### src/rtl/pla_pkg.sv
package pla_pkg;

    typedef enum logic [1:0] {
        LW_8   = 2'd0,
        LW_16  = 2'd1,
        LW_32  = 2'd2,
        LW_32R = 2'd3
    } lane_w_e;

    typedef enum logic [1:0] {
        FILL_MERGE = 2'd0,
        FILL_ZERO  = 2'd1,
        FILL_ANY   = 2'd2,
        FILL_ANY2  = 2'd3
    } fill_e;

    typedef enum logic [1:0] {
        OP_ADD   = 2'd0,
        OP_DUP   = 2'd1,
        OP_CMPGE = 2'd2,
        OP_ADD2  = 2'd3
    } op_e;

endpackage

### src/rtl/pla_lane_en.sv
module pla_lane_en
    import pla_pkg::*;
#(
    parameter int NB = 16
) (
    input  lane_w_e          width,
    input  logic [NB-1:0]    mask,
    output logic [NB-1:0]    byte_en
);
    // Each byte inherits the predicate bit of the lowest byte of its lane.
    for (genvar j = 0; j < NB; j++) begin : gen_en
        localparam int BASE16 = (j / 2) * 2;
        localparam int BASE32 = (j / 4) * 4;
        always_comb begin
            unique case (width)
                LW_8:    byte_en[j] = mask[j];
                LW_16:   byte_en[j] = mask[BASE16];
                default: byte_en[j] = mask[BASE32];
            endcase
        end
    end
endmodule

### src/rtl/pla_lane_add.sv
module pla_lane_add
    import pla_pkg::*;
#(
    parameter int NB = 16,
    localparam int VW = NB * 8
) (
    input  lane_w_e        width,
    input  logic [VW-1:0]  a,
    input  logic [VW-1:0]  b,
    output logic [VW-1:0]  sum
);
    // Byte-sliced adder; the carry into a byte is cut where a lane begins.
    for (genvar j = 0; j < NB; j++) begin : gen_b
        logic cin;
        logic cout;
        logic [8:0] s;

        if (j % 4 == 0) begin : g_c0
            assign cin = 1'b0;
        end else if (j % 2 == 0) begin : g_c16
            assign cin = (width == LW_8 || width == LW_16) ? 1'b0 : gen_b[j-1].cout;
        end else begin : g_codd
            assign cin = (width == LW_8) ? 1'b0 : gen_b[j-1].cout;
        end

        assign s = {1'b0, a[8*j +: 8]} + {1'b0, b[8*j +: 8]} + {8'd0, cin};
        assign sum[8*j +: 8] = s[7:0];

        if (j % 4 != 3) begin : g_co
            assign cout = s[8];
        end else begin : g_nco
            assign cout = 1'b0;
        end
    end
endmodule

### src/rtl/pla_pred_gen.sv
module pla_pred_gen
    import pla_pkg::*;
#(
    parameter int NB = 16,
    parameter int SW = 32,
    localparam int VW = NB * 8
) (
    input  lane_w_e        width,
    input  logic [VW-1:0]  a,
    input  logic [SW-1:0]  scalar,
    output logic [NB-1:0]  pmask
);
    localparam int N16 = NB / 2;
    localparam int N32 = NB / 4;

    logic [NB-1:0]  ge8;
    logic [N16-1:0] ge16;
    logic [N32-1:0] ge32;

    for (genvar k = 0; k < NB; k++) begin : gen_c8
        assign ge8[k] = $signed(a[8*k +: 8]) >= $signed(scalar[7:0]);
    end
    for (genvar k = 0; k < N16; k++) begin : gen_c16
        assign ge16[k] = $signed(a[16*k +: 16]) >= $signed(scalar[15:0]);
    end
    for (genvar k = 0; k < N32; k++) begin : gen_c32
        assign ge32[k] = $signed(a[32*k +: 32]) >= $signed(scalar[31:0]);
    end

    // Replicate each lane verdict over all byte positions of that lane.
    for (genvar j = 0; j < NB; j++) begin : gen_sel
        always_comb begin
            unique case (width)
                LW_8:    pmask[j] = ge8[j];
                LW_16:   pmask[j] = ge16[j/2];
                default: pmask[j] = ge32[j/4];
            endcase
        end
    end
endmodule

### src/rtl/pred_lane_alu.sv
module pred_lane_alu
    import pla_pkg::*;
#(
    parameter int VEC_W = 128,
    parameter int SCAL_W = 32,
    localparam int NB = VEC_W / 8
) (
    input  logic              clk,
    input  logic              rst_n,
    input  logic              in_valid,
    input  logic [1:0]        op_sel,
    input  logic [1:0]        width_sel,
    input  logic [1:0]        fill_sel,
    input  logic [NB-1:0]     mask_in,
    input  logic [VEC_W-1:0]  vec_a,
    input  logic [VEC_W-1:0]  vec_b,
    input  logic [VEC_W-1:0]  vec_inact,
    input  logic [SCAL_W-1:0] scalar,
    output logic              out_valid,
    output logic [VEC_W-1:0]  vec_out,
    output logic [NB-1:0]     mask_out
);
    typedef struct packed {
        logic             valid;
        logic [VEC_W-1:0] vec;
        logic [NB-1:0]    mask;
    } state_t;

    state_t  st_d, st_q;
    lane_w_e width;
    fill_e   fill;
    op_e     op;

    logic [NB-1:0]    byte_en;
    logic [NB-1:0]    pmask;
    logic [VEC_W-1:0] sum_v;
    logic [VEC_W-1:0] dup_v;

    assign width = lane_w_e'(width_sel);
    assign fill  = fill_e'(fill_sel);
    assign op    = op_e'(op_sel);

    pla_lane_en #(.NB(NB)) u_en (
        .width   (width),
        .mask    (mask_in),
        .byte_en (byte_en)
    );

    pla_lane_add #(.NB(NB)) u_add (
        .width (width),
        .a     (vec_a),
        .b     (vec_b),
        .sum   (sum_v)
    );

    pla_pred_gen #(.NB(NB), .SW(SCAL_W)) u_pgen (
        .width  (width),
        .a      (vec_a),
        .scalar (scalar),
        .pmask  (pmask)
    );

    // Scalar broadcast: byte j repeats scalar byte (j mod bytes-per-lane).
    for (genvar j = 0; j < NB; j++) begin : gen_dup
        always_comb begin
            unique case (width)
                LW_8:    dup_v[8*j +: 8] = scalar[7:0];
                LW_16:   dup_v[8*j +: 8] = scalar[8*(j%2) +: 8];
                default: dup_v[8*j +: 8] = scalar[8*(j%4) +: 8];
            endcase
        end
    end

    always_comb begin
        st_d       = st_q;
        st_d.valid = in_valid;
        if (in_valid) begin
            if (op == OP_CMPGE) begin
                st_d.mask = pmask;
            end else begin
                for (int j = 0; j < NB; j++) begin
                    if (byte_en[j]) begin
                        st_d.vec[8*j +: 8] = (op == OP_DUP) ? dup_v[8*j +: 8] : sum_v[8*j +: 8];
                    end else if (fill == FILL_ZERO) begin
                        st_d.vec[8*j +: 8] = 8'd0;
                    end else begin
                        st_d.vec[8*j +: 8] = vec_inact[8*j +: 8];
                    end
                end
            end
        end
    end

    always_ff @(posedge clk) begin
        if (!rst_n) begin
            st_q <= '0;
        end else begin
            st_q <= st_d;
        end
    end

    assign out_valid = st_q.valid;
    assign vec_out   = st_q.vec;
    assign mask_out  = st_q.mask;

    AST_VALID_LAT: assert property (@(posedge clk) disable iff (!rst_n)
        in_valid |=> out_valid);
    AST_IDLE_HOLD: assert property (@(posedge clk) disable iff (!rst_n)
        !in_valid |=> (!out_valid && $stable(vec_out) && $stable(mask_out)));
    AST_MERGE_FILL: assert property (@(posedge clk) disable iff (!rst_n)
        (in_valid && op_sel != 2'd2 && fill_sel == 2'd0 && !mask_in[0])
        |=> vec_out[7:0] == $past(vec_inact[7:0]));
    AST_ZERO_FILL: assert property (@(posedge clk) disable iff (!rst_n)
        (in_valid && op_sel != 2'd2 && fill_sel == 2'd1 && !mask_in[0])
        |=> vec_out[7:0] == 8'd0);
    AST_MASK_KEEP: assert property (@(posedge clk) disable iff (!rst_n)
        (in_valid && op_sel != 2'd2) |=> $stable(mask_out));
    AST_CMP_VEC_KEEP: assert property (@(posedge clk) disable iff (!rst_n)
        (in_valid && op_sel == 2'd2) |=> $stable(vec_out));
    AST_W32_UNIFORM: assert property (@(posedge clk) disable iff (!rst_n)
        (in_valid && op_sel == 2'd2 && width_sel == 2'd2)
        |=> (mask_out[3:0] == 4'h0 || mask_out[3:0] == 4'hF));
endmodule

### config.mk
export PLATFORM = sky130hd
export DESIGN_NAME = pred_lane_alu
export DESIGN_NICKNAME = d
export VERILOG_FILES = /design/src/rtl/pla_pkg.sv /design/src/rtl/pla_lane_en.sv /design/src/rtl/pla_lane_add.sv /design/src/rtl/pla_pred_gen.sv /design/src/rtl/pred_lane_alu.sv
export SDC_FILE = /design/constraint.sdc
export NUM_CORES = 1
export LEC_CHECK = 0
export ABC_AREA = 0
export BUFFER_PORTS_ARGS = -buffer_cell sky130_fd_sc_hd__clkbuf_2
export CORE_AREA = 2 2 230 232
export DETAILED_ROUTE_END_ITERATION = 7
export DIE_AREA = 0 0 232 234
export PLACE_DENSITY_LB_ADDON = 0.15
export RECOVER_POWER = 50
export SLEW_MARGIN = 20
export SYNTH_ARGS = -nofsm -noshare
export SYNTH_HDL_FRONTEND = slang
export SYNTH_SLANG_ARGS = --single-unit
### constraint.sdc
create_clock -name clk -period 8.49 [get_ports clk]
set_input_delay 0.849 -clock clk [delete_from_list [all_inputs] [get_ports clk]]
set_output_delay 0.849 -clock clk [all_outputs]
set_load 0.02 [all_outputs]
==> metrics.txt, run 1 <==
vias per inst approximately 6; Synth area leaders ha_1 (26%), dfxtp_1 (16%), a21oi_1 (8.7%); CTS tree done; CTS root buffer clkbuf_16; PortBufs about 590; routability cong. between 0.9 and 1; post-synth cell types between 60 and 70; layout cell share with drive strength beyond 1 0.1846; Seq/Total Area, Yosys 0.1610; CP max-delay cell fa_1; status finished with violations; CTS buffer count 17; largest net degree at the start of global routing 94; Register Area 0.002903 mm2; starting density of the core 0.3465; residual DRC count 0; Synth Flop Type dfxtp_1; chip width about 230 um; # nets final about 3600; Routed Wire Length between 90000 and 100000 um; Power per Cell Area 136.0 mW/mm2; crit-path max FO 2; final setup TNS 0 ns; hold buffers post-CTS 0; max-slew violations 55; total track usage 0.3565; leading area contributor after synthesis ha_1; EDFF count, synth 0; Fmax between 100 and 150 MHz; core footprint between 0.05 and 0.06 mm2; synthesis-stage register bit count 145; Slew headroom -0.7339; Slew @ Worst Pin ~2.6 ns; FFs w/ async S/R, synth 0; Leakage around 10 nW; DIE AREA ~0.054 mm2; RSZ-0062 raised after global routing no; Mapped Area ~0.018 mm2; Initial DRC Count around 1700; area of the multi-input gates 0.01435 mm2; first-pass GRT wire length roughly 140000 um; failing checks max-capacitance violations, max-slew violations; Worst EP required 8.87 ns; skew final 0 ns; DP HPWL 81510 um; crit path DAT 8.08 ns; Post CTS Setup Buffer Count 0; ANT nets after route 0; final setup vio count 0; FP Rows 84; Clock Tree Buf Depth 2; Max rail drop VDD ~0.16 mV; max-capacitance violation count 1; io pins a little under 600; part of the cycle the worst path needs 0.9080; Synth Instances between 2000 and 2500; CTS Sinks about 150; most frequent cell on the critical path a21oi_1; Ys Warns 0; Post-Syn Nets 3101; Routed WL per cell ~28 um; Worst Setup Start Kind input port; Final Hold Viols 0; Worst-path clk slew around 0.08 ns; CTS resizes 0; Min-Delay Path Class reg -> reg; slowest stage delay, CP 0.43 ns; Crit Path Class in -> reg; 1st-pass router iterations 5; Filler Cell Count ~5500; initial antenna violation count 21; vias in the first global route ~20000; post-synth top area share 0.2554; area grow syn2layout 22.58%; H-tree levels 4; min Tclk post-route around 7.7 ns; Worst-Skew Late Latency roughly 0.5 ns; mean post-synth cell area ~8 um2; Via Count slightly above 20000; Pwr Total approximately 0.003 W; crit end category flop; Die H about 230 um; global route overflow 0
-- cell usage in the layout (no fill, tap or decap), types with 87 or more instances in the layout --
master	instances
nor2_1	87
clkbuf_2	440
a21oi_1	314
nand2_1	140
clkbuf_1	146
a211oi_1	113
nor2b_1	91
inv_1	108
ha_1	368
nor3_1	91
o21ai_0	163
dfxtp_1	145
-- metal layers --
metal,track usage,part of all wire,wire [um],vias to the layer above
li1,-,-,-,9583
met1,0.4895,0.44,44460,10010
met2,0.5451,0.43,43280,1005
met3,0.07904,0.088,8827,171
met4,0.1292,0.033,3279,12
met5,0,0.00074,74,-
-- synthesized netlist by cell type, types with 3 or more instances --
master	count
ha_1	368
a21oi_1	314
o21ai_0	163
dfxtp_1	145
nand2_1	141
a211oi_1	113
inv_1	108
nor2b_1	92
nor3_1	91
nor2_1	88
clkbuf_1	74
a21o_1	70
xnor2_1	49
xor2_1	40
nand4_1	32
nand3_1	31
o21bai_1	29
fa_1	28
nand2b_1	26
a31oi_1	22
mux2i_1	21
a311oi_1	19
o211a_1	17
o21a_1	17
a2111oi_0	12
a221oi_1	12
buf_1	12
buf_2	12
nor3b_1	12
a311o_1	8
o21ai_1	8
o211ai_1	7
mux2_2	5
o31ai_1	5
a32oi_1	4
and3_1	4
and4_1	4
nor4_1	4
o311a_1	4
o311ai_0	4
a2111o_1	3
a21boi_0	3
a21oi_2	3
nor4b_1	3
-- cell type report --
class / instances / share of cell area
repair buffers: 610 / 0.1328
well taps: 688 / 0.03896
inverters: 108 / 0.01835
clock inverters: 13 / 0.006965
clock buffers: 19 / 0.02005
diodes: 17 / 0.001925
multi-input cells: 1911 / 0.6496
flip-flops and latches: 145 / 0.1314
-- logic make-up after synthesis --
logic type	Yosys count	share of synthesized area
AOI/OAI and AO/OA	857	0.2980
xor gates and xnor gates	89	0.04324
adders and majority gates	396	0.2865
buffers and inverters	208	0.04456
DFF	145	0.1610
muxes	28	0.01631
and+or+nand+nor	541	0.1503
-- power breakdown --
group	internal [W]	switching, W	leakage (nW)	total, W
Combinational	0.000492	0.000908	8.97	0.00140
Clock	0.000446	0.000384	0.284	0.000830
Sequential	0.000739	0.0000363	1.20	0.000775
Total	0.00168	0.00133	10.5	0.00301
-- state kept, by name (all words and copies together), names as in the netlist --
| signal | flops |
|---|---|
| vec_out | 128 |
| mask_out | 16 |
| out_valid | 1 |
-- final timing paths --
path                                   from           to  slack [ns]  cells past startpoint
worst max-delay path               vec_a[0]  vec_out[30]        0.78                     39
worst min-delay path            vec_out[97]  vec_out[97]        0.50                      1
worst max register to register  vec_out[95]  vec_out[95]        7.17                      5
worst min register to register  vec_out[97]  vec_out[97]        0.50                      1
-- critical path: cells and delay by family --
kind	cells	cell delay, ns
xor+xnor	1	0.09
simple gates	8	0.67
compound gates	21	3.59
fa+ha+maj	8	2.80
buf+inv	1	0.10
-- per-stage QoR --
step	utilization	cells	setup slack [ns]	hold WS [ns]	instance area [um2]
after floorplan	-	2264	1.193	0.5690	18030
after global placement	0.4160	3462	0.4549	0.4823	21640
after detailed placement	0.4160	3462	0.3385	0.4870	21640
after CTS	0.4274	3494	0.8569	0.5039	22240
after global routing	0.4246	3508	0.1056	0.5172	22090
final	0.4247	3511	0.7809	0.5001	22100
No activity file was read; power rests on OpenSTA's default activity.
==> inputs of run 2 (changes only) <==
Settings changed: RECOVER_POWER 50 to 100, SKIP_CTS_REPAIR_TIMING set to 1.
==> metrics.txt, run 2 (synthesized netlist as in run 1, its figures left out) <==
routability cong. ~0.98; Max rail drop VDD between 0.15 and 0.2 mV; clock power share 0.276; initial antenna violation count 21; chip width 232 um; vias in the first global route between 15000 and 20000; CTS root buffer clkbuf_16; Most Used Layer, Global Route met2; Worst EP required 8.87 ns; switching power 0.001330 W; Via Count 20930; core footprint 0.05202 mm2; layout cell share with drive strength beyond 1 0.1814; slowest stage delay, CP between 0.4 and 0.5 ns; skew final 0 ns; io pins ~590; PortBufs roughly 590; Finished Cell Area 0.02208 mm2; largest net degree at the start of global routing between 90 and 100; Initial DRC Count between 1500 and 2000; cell-internal power between 0.0015 and 0.002 W; global route overflow 0; Leakage 10.42 nW; max-slew violations roughly 150; crit path DAT approximately 8 ns; Slew @ Worst Pin between 4 and 5 ns; vias per inst roughly 6.0; routing usage on met2 0.5451; Fmax between 100 and 150 MHz; most frequent cells in the layout clkbuf_2 (433), ha_1 (368), a21oi_1 (314); CTS buffer count 17; 1st-pass router iterations 7; status finished with violations; most frequent cell on the critical path a21oi_1; max FFs per register between 100 and 150; Routed WL per cell roughly 28 um; final setup TNS 0 ns; GR Util met1 0.4895; crit-path max FO 2; Final Hold Viols 0; RSZ-0062 raised after global routing no; Slew headroom -1.736; DIE AREA 0.05429 mm2; residual DRC count 0; Worst Setup Start Kind input port; Power per Cell Area between 100 and 150 mW/mm2; Setup WS post-layout approximately 0.76 ns; Crit Path Class in -> reg; Worst-Skew Late Latency approximately 0.49 ns; area grow syn2layout 22.50%; pre-CTS setup slack between 0.3 and 0.4 ns; Area after DPL ~0.022 mm2; sequential power share 0.258; first-pass GRT wire length between 100000 and 150000 um; ANT nets after route 0; part of the cycle the worst path needs 0.9110; Worst-path clk slew about 0.080 ns; Clock Tree Buf Depth 2; CTS tree done; CP max-delay cell fa_1; FP Rows 84; H-tree levels 4; GR Layer Usage met3 0.07904; DP HPWL roughly 82000 um; crit end category flop; total track usage 0.3565; Sw Ratio 0.4421; Die H 234 um; final setup vio count 0; min Tclk post-route slightly below 8 ns; combinational power share 0.466; Min-Delay Path Class reg -> reg; failing checks max-capacitance violations, max-slew violations; # nets final approximately 3600; starting density of the core 0.3465; CTS Sinks 145; Routed Wire Length roughly 100000 um; Filler Cell Count about 5500; max-capacitance violation count 2; commonest non-fill, non-tap cell in the layout clkbuf_2
-- run 2: path summary, 6_finish.rpt --
path                     start      endpoint  slack (ns)  cells after the start
hold reg to reg   vec_out[106]  vec_out[106]        0.50                      2
setup reg to reg   vec_out[63]   vec_out[63]        7.16                      5
setup / recovery      vec_a[0]   vec_out[30]        0.76                     39
hold / removal    vec_out[106]  vec_out[106]        0.50                      2
-- run 2: cell type report --
class	instances	area [um2]	area share
clock buffers	19	442.9	0.02006
well taps	688	860.8	0.03898
clock inverters	13	153.9	0.006969
inverters	108	405.4	0.01836
repair buffers	610	2918	0.1321
multi-input cells	1911	14350	0.6500
flip-flops and latches	145	2903	0.1315
diodes	18	45.04	0.002040
-- run 2: power groups by stage --
| stage | registers [W] | clock network [W] | logic, W |
|---|---|---|---|
| global placement | 0.000788 | 0 | 0.00135 |
| CTS | 0.000774 | 0.000837 | 0.00138 |
| finish | 0.000775 | 0.000831 | 0.00140 |
| detailed placement | 0.000790 | 0 | 0.00137 |
| floorplan | 0.000851 | 0 | 0.000709 |
| global route | 0.000780 | 0.000863 | 0.00151 |
-- run 2: metal layers --
metal  part of all wire  vias to the layer above
met1               0.44                    10090
met2               0.43                     1061
met5            0.00074                        -
met3              0.091                      179
met4              0.034                       12
li1                   -                     9584
-- run 2: worst max-delay path: cells and delay by family --
kind / cells / cell delay, ns
compound gates: 21 / 3.61
fa+ha+maj: 8 / 2.81
simple gates: 8 / 0.66
buf+inv: 1 / 0.10
xor+xnor: 1 / 0.09
-- run 2: stage by stage --
step           hold slack, ns  utilization  total power [W]  cells
2_1_floorplan          0.5690            -         0.001560   2264
3_3_place_gp           0.4823       0.4160         0.002134   3462
3_5_place_dp           0.4870       0.4160         0.002160   3462
4_1_cts                0.5039       0.4274         0.002989   3494
5_1_grt                0.5172       0.4243         0.003151   3508
6_report               0.5007       0.4245         0.003008   3512
==> inputs of run 3 (changes only) <==
Settings changed: CORE_AREA 2 2 230 232 to 4 4 226 228, DIE_AREA 0 0 232 234 to 0 0 230 232.
==> metrics.txt, run 3 (synthesized netlist as in run 1, its figures left out) <==
area grow syn2layout 22.34%; Routed WL per cell roughly 30 um; max-slew violations about 170; CTS Sinks approximately 150; io pins approximately 590; DIE AREA between 0.05 and 0.06 mm2; ANT nets after route 0; Die H between 200 and 250 um; Power per Cell Area around 140 mW/mm2; final setup vio count 0; FF-to-FF setup slack just over 7 ns; slowest stage delay, CP ~0.43 ns; crit path DAT 8.14 ns; Worst R2R End vec_out[63]; crit end category flop; global route overflow 0; vias in the first global route 19700; Initial DRC Count roughly 2200; Final Hold Viols 0; Slew headroom -1.745; CTS buffer count 17; residual DRC count 0; Worst EP required between 8 and 9 ns; layout cell share with drive strength beyond 1 0.1824; most frequent cells in the layout clkbuf_2 (433), ha_1 (368), a21oi_1 (314); status finished with violations; chip width between 200 and 250 um; Max rail drop VDD approximately 0.15 mV; DP HPWL 82950 um; starting density of the core 0.3690; CTS root buffer clkbuf_16; Slew @ Worst Pin about 4.1 ns; Fmax between 100 and 150 MHz; Via Count 20900; Worst-path clk slew 0.07 ns; Clock Tree Buf Depth 2; final setup TNS 0 ns; vias per inst ~6; routability cong. 1.012; most frequent cell on the critical path a21oi_1; worst setup path startpoint vec_a[0]; crit-path max FO 2; 1st-pass router iterations 5; CTS tree done; initial antenna violation count 17; PortBufs ~590; Routed Wire Length ~100000 um; # nets final 3631; skew final 0 ns; first-pass GRT wire length roughly 140000 um; Reg2Reg Depth 5; failing checks max-capacitance violations, max-slew violations; core footprint about 0.049 mm2; min Tclk post-route ~7.8 ns; RSZ-0062 raised after global routing no; FP Rows 81; worst r2r src vec_out[63]; Hold Path Sink vec_out[97]; largest net degree at the start of global routing 93; total track usage 0.3630; commonest non-fill, non-tap cell in the layout clkbuf_2; part of the cycle the worst path needs 0.9168; Min-Delay Path Class reg -> reg; worst hold start vec_out[97]; Worst Setup Start Kind input port; Crit Path Class in -> reg; Hold Path Cell Cnt 1; H-tree levels 4; Placed Cells between 3000 and 4000; Worst-Skew Late Latency 0.49 ns; Leakage 10.44 nW; Filler Cell Count between 5000 and 6000; max-capacitance violation count 3; max FFs per register roughly 130; Non-Filler Instances roughly 3500; CP max-delay cell fa_1
-- run 3: cell count changes in the layout (fill, tap and decap cells not counted), sizes merged --
cell / previous run / this run
clkbuf: 606 / 605
buf: 23 / 24
inv: 112 / 115
clkinvlp: 3 / 1
diode: 18 / 12
-- run 3: critical path, delay by kind of cell --
kind / cells / cell delay [ns]
AOI/OAI and AO/OA: 21 / 3.64
adders and majority gates: 8 / 2.80
and+or+nand+nor: 8 / 0.70
buffers and inverters: 1 / 0.09
xor gates and xnor gates: 1 / 0.08
-- run 3: how the worst max path moves through the flow --
stage             endpoint  slack (ns)  depth (start not counted)
2_1_floorplan  vec_out[94]        1.19                         38
3_3_place_gp   vec_out[30]        0.48                         39
3_5_place_dp   vec_out[62]        0.32                         39
4_1_cts        vec_out[30]        0.83                         39
5_1_grt        vec_out[30]        0.15                         39
6_report       vec_out[30]        0.71                         39
-- run 3: metal layers --
metal  track usage  part of all wire  vias up
li1              -                 -     9602
met2        0.5550              0.43     1074
met4        0.1248             0.034        8
met3       0.08366             0.093      168
met1        0.5028              0.44    10050
met5             0           0.00049        -
-- run 3: through the flow --
| stage | area, um2 | total power (W) | hold WS [ns] | util | setup slack [ns] |
|---|---|---|---|---|---|
| floorplan | 18030 | 0.001560 | 0.5690 | - | 1.193 |
| global placement | 21620 | 0.002140 | 0.4819 | 0.4425 | 0.4781 |
| detailed placement | 21620 | 0.002165 | 0.4867 | 0.4425 | 0.3167 |
| CTS | 22220 | 0.002995 | 0.5008 | 0.4549 | 0.8252 |
| global route | 22050 | 0.003151 | 0.5242 | 0.4514 | 0.1536 |
| finish | 22050 | 0.003009 | 0.5040 | 0.4515 | 0.7064 |
-- run 3: cell type report --
| class | count | area, um2 | area share |
|---|---|---|---|
| multi-input combinational | 1911 | 14360 | 0.6509 |
| tap | 664 | 830.8 | 0.03767 |
| timing repair buffer | 611 | 2925 | 0.1326 |
| clock buffer | 18 | 439.2 | 0.01991 |
| inverter | 108 | 405.4 | 0.01838 |
| sequential | 145 | 2903 | 0.1316 |
| clock inverter | 14 | 165.2 | 0.007489 |
| antenna | 12 | 30.03 | 0.001362 |
-- run 3: power breakdown --
| part | leakage (nW) | total (W) | switching, W | internal, W |
|---|---|---|---|---|
| Combinational | 8.95 | 0.00141 | 0.000914 | 0.000492 |
| Sequential | 1.20 | 0.000775 | 0.0000363 | 0.000739 |
| Clock | 0.296 | 0.000827 | 0.000378 | 0.000449 |
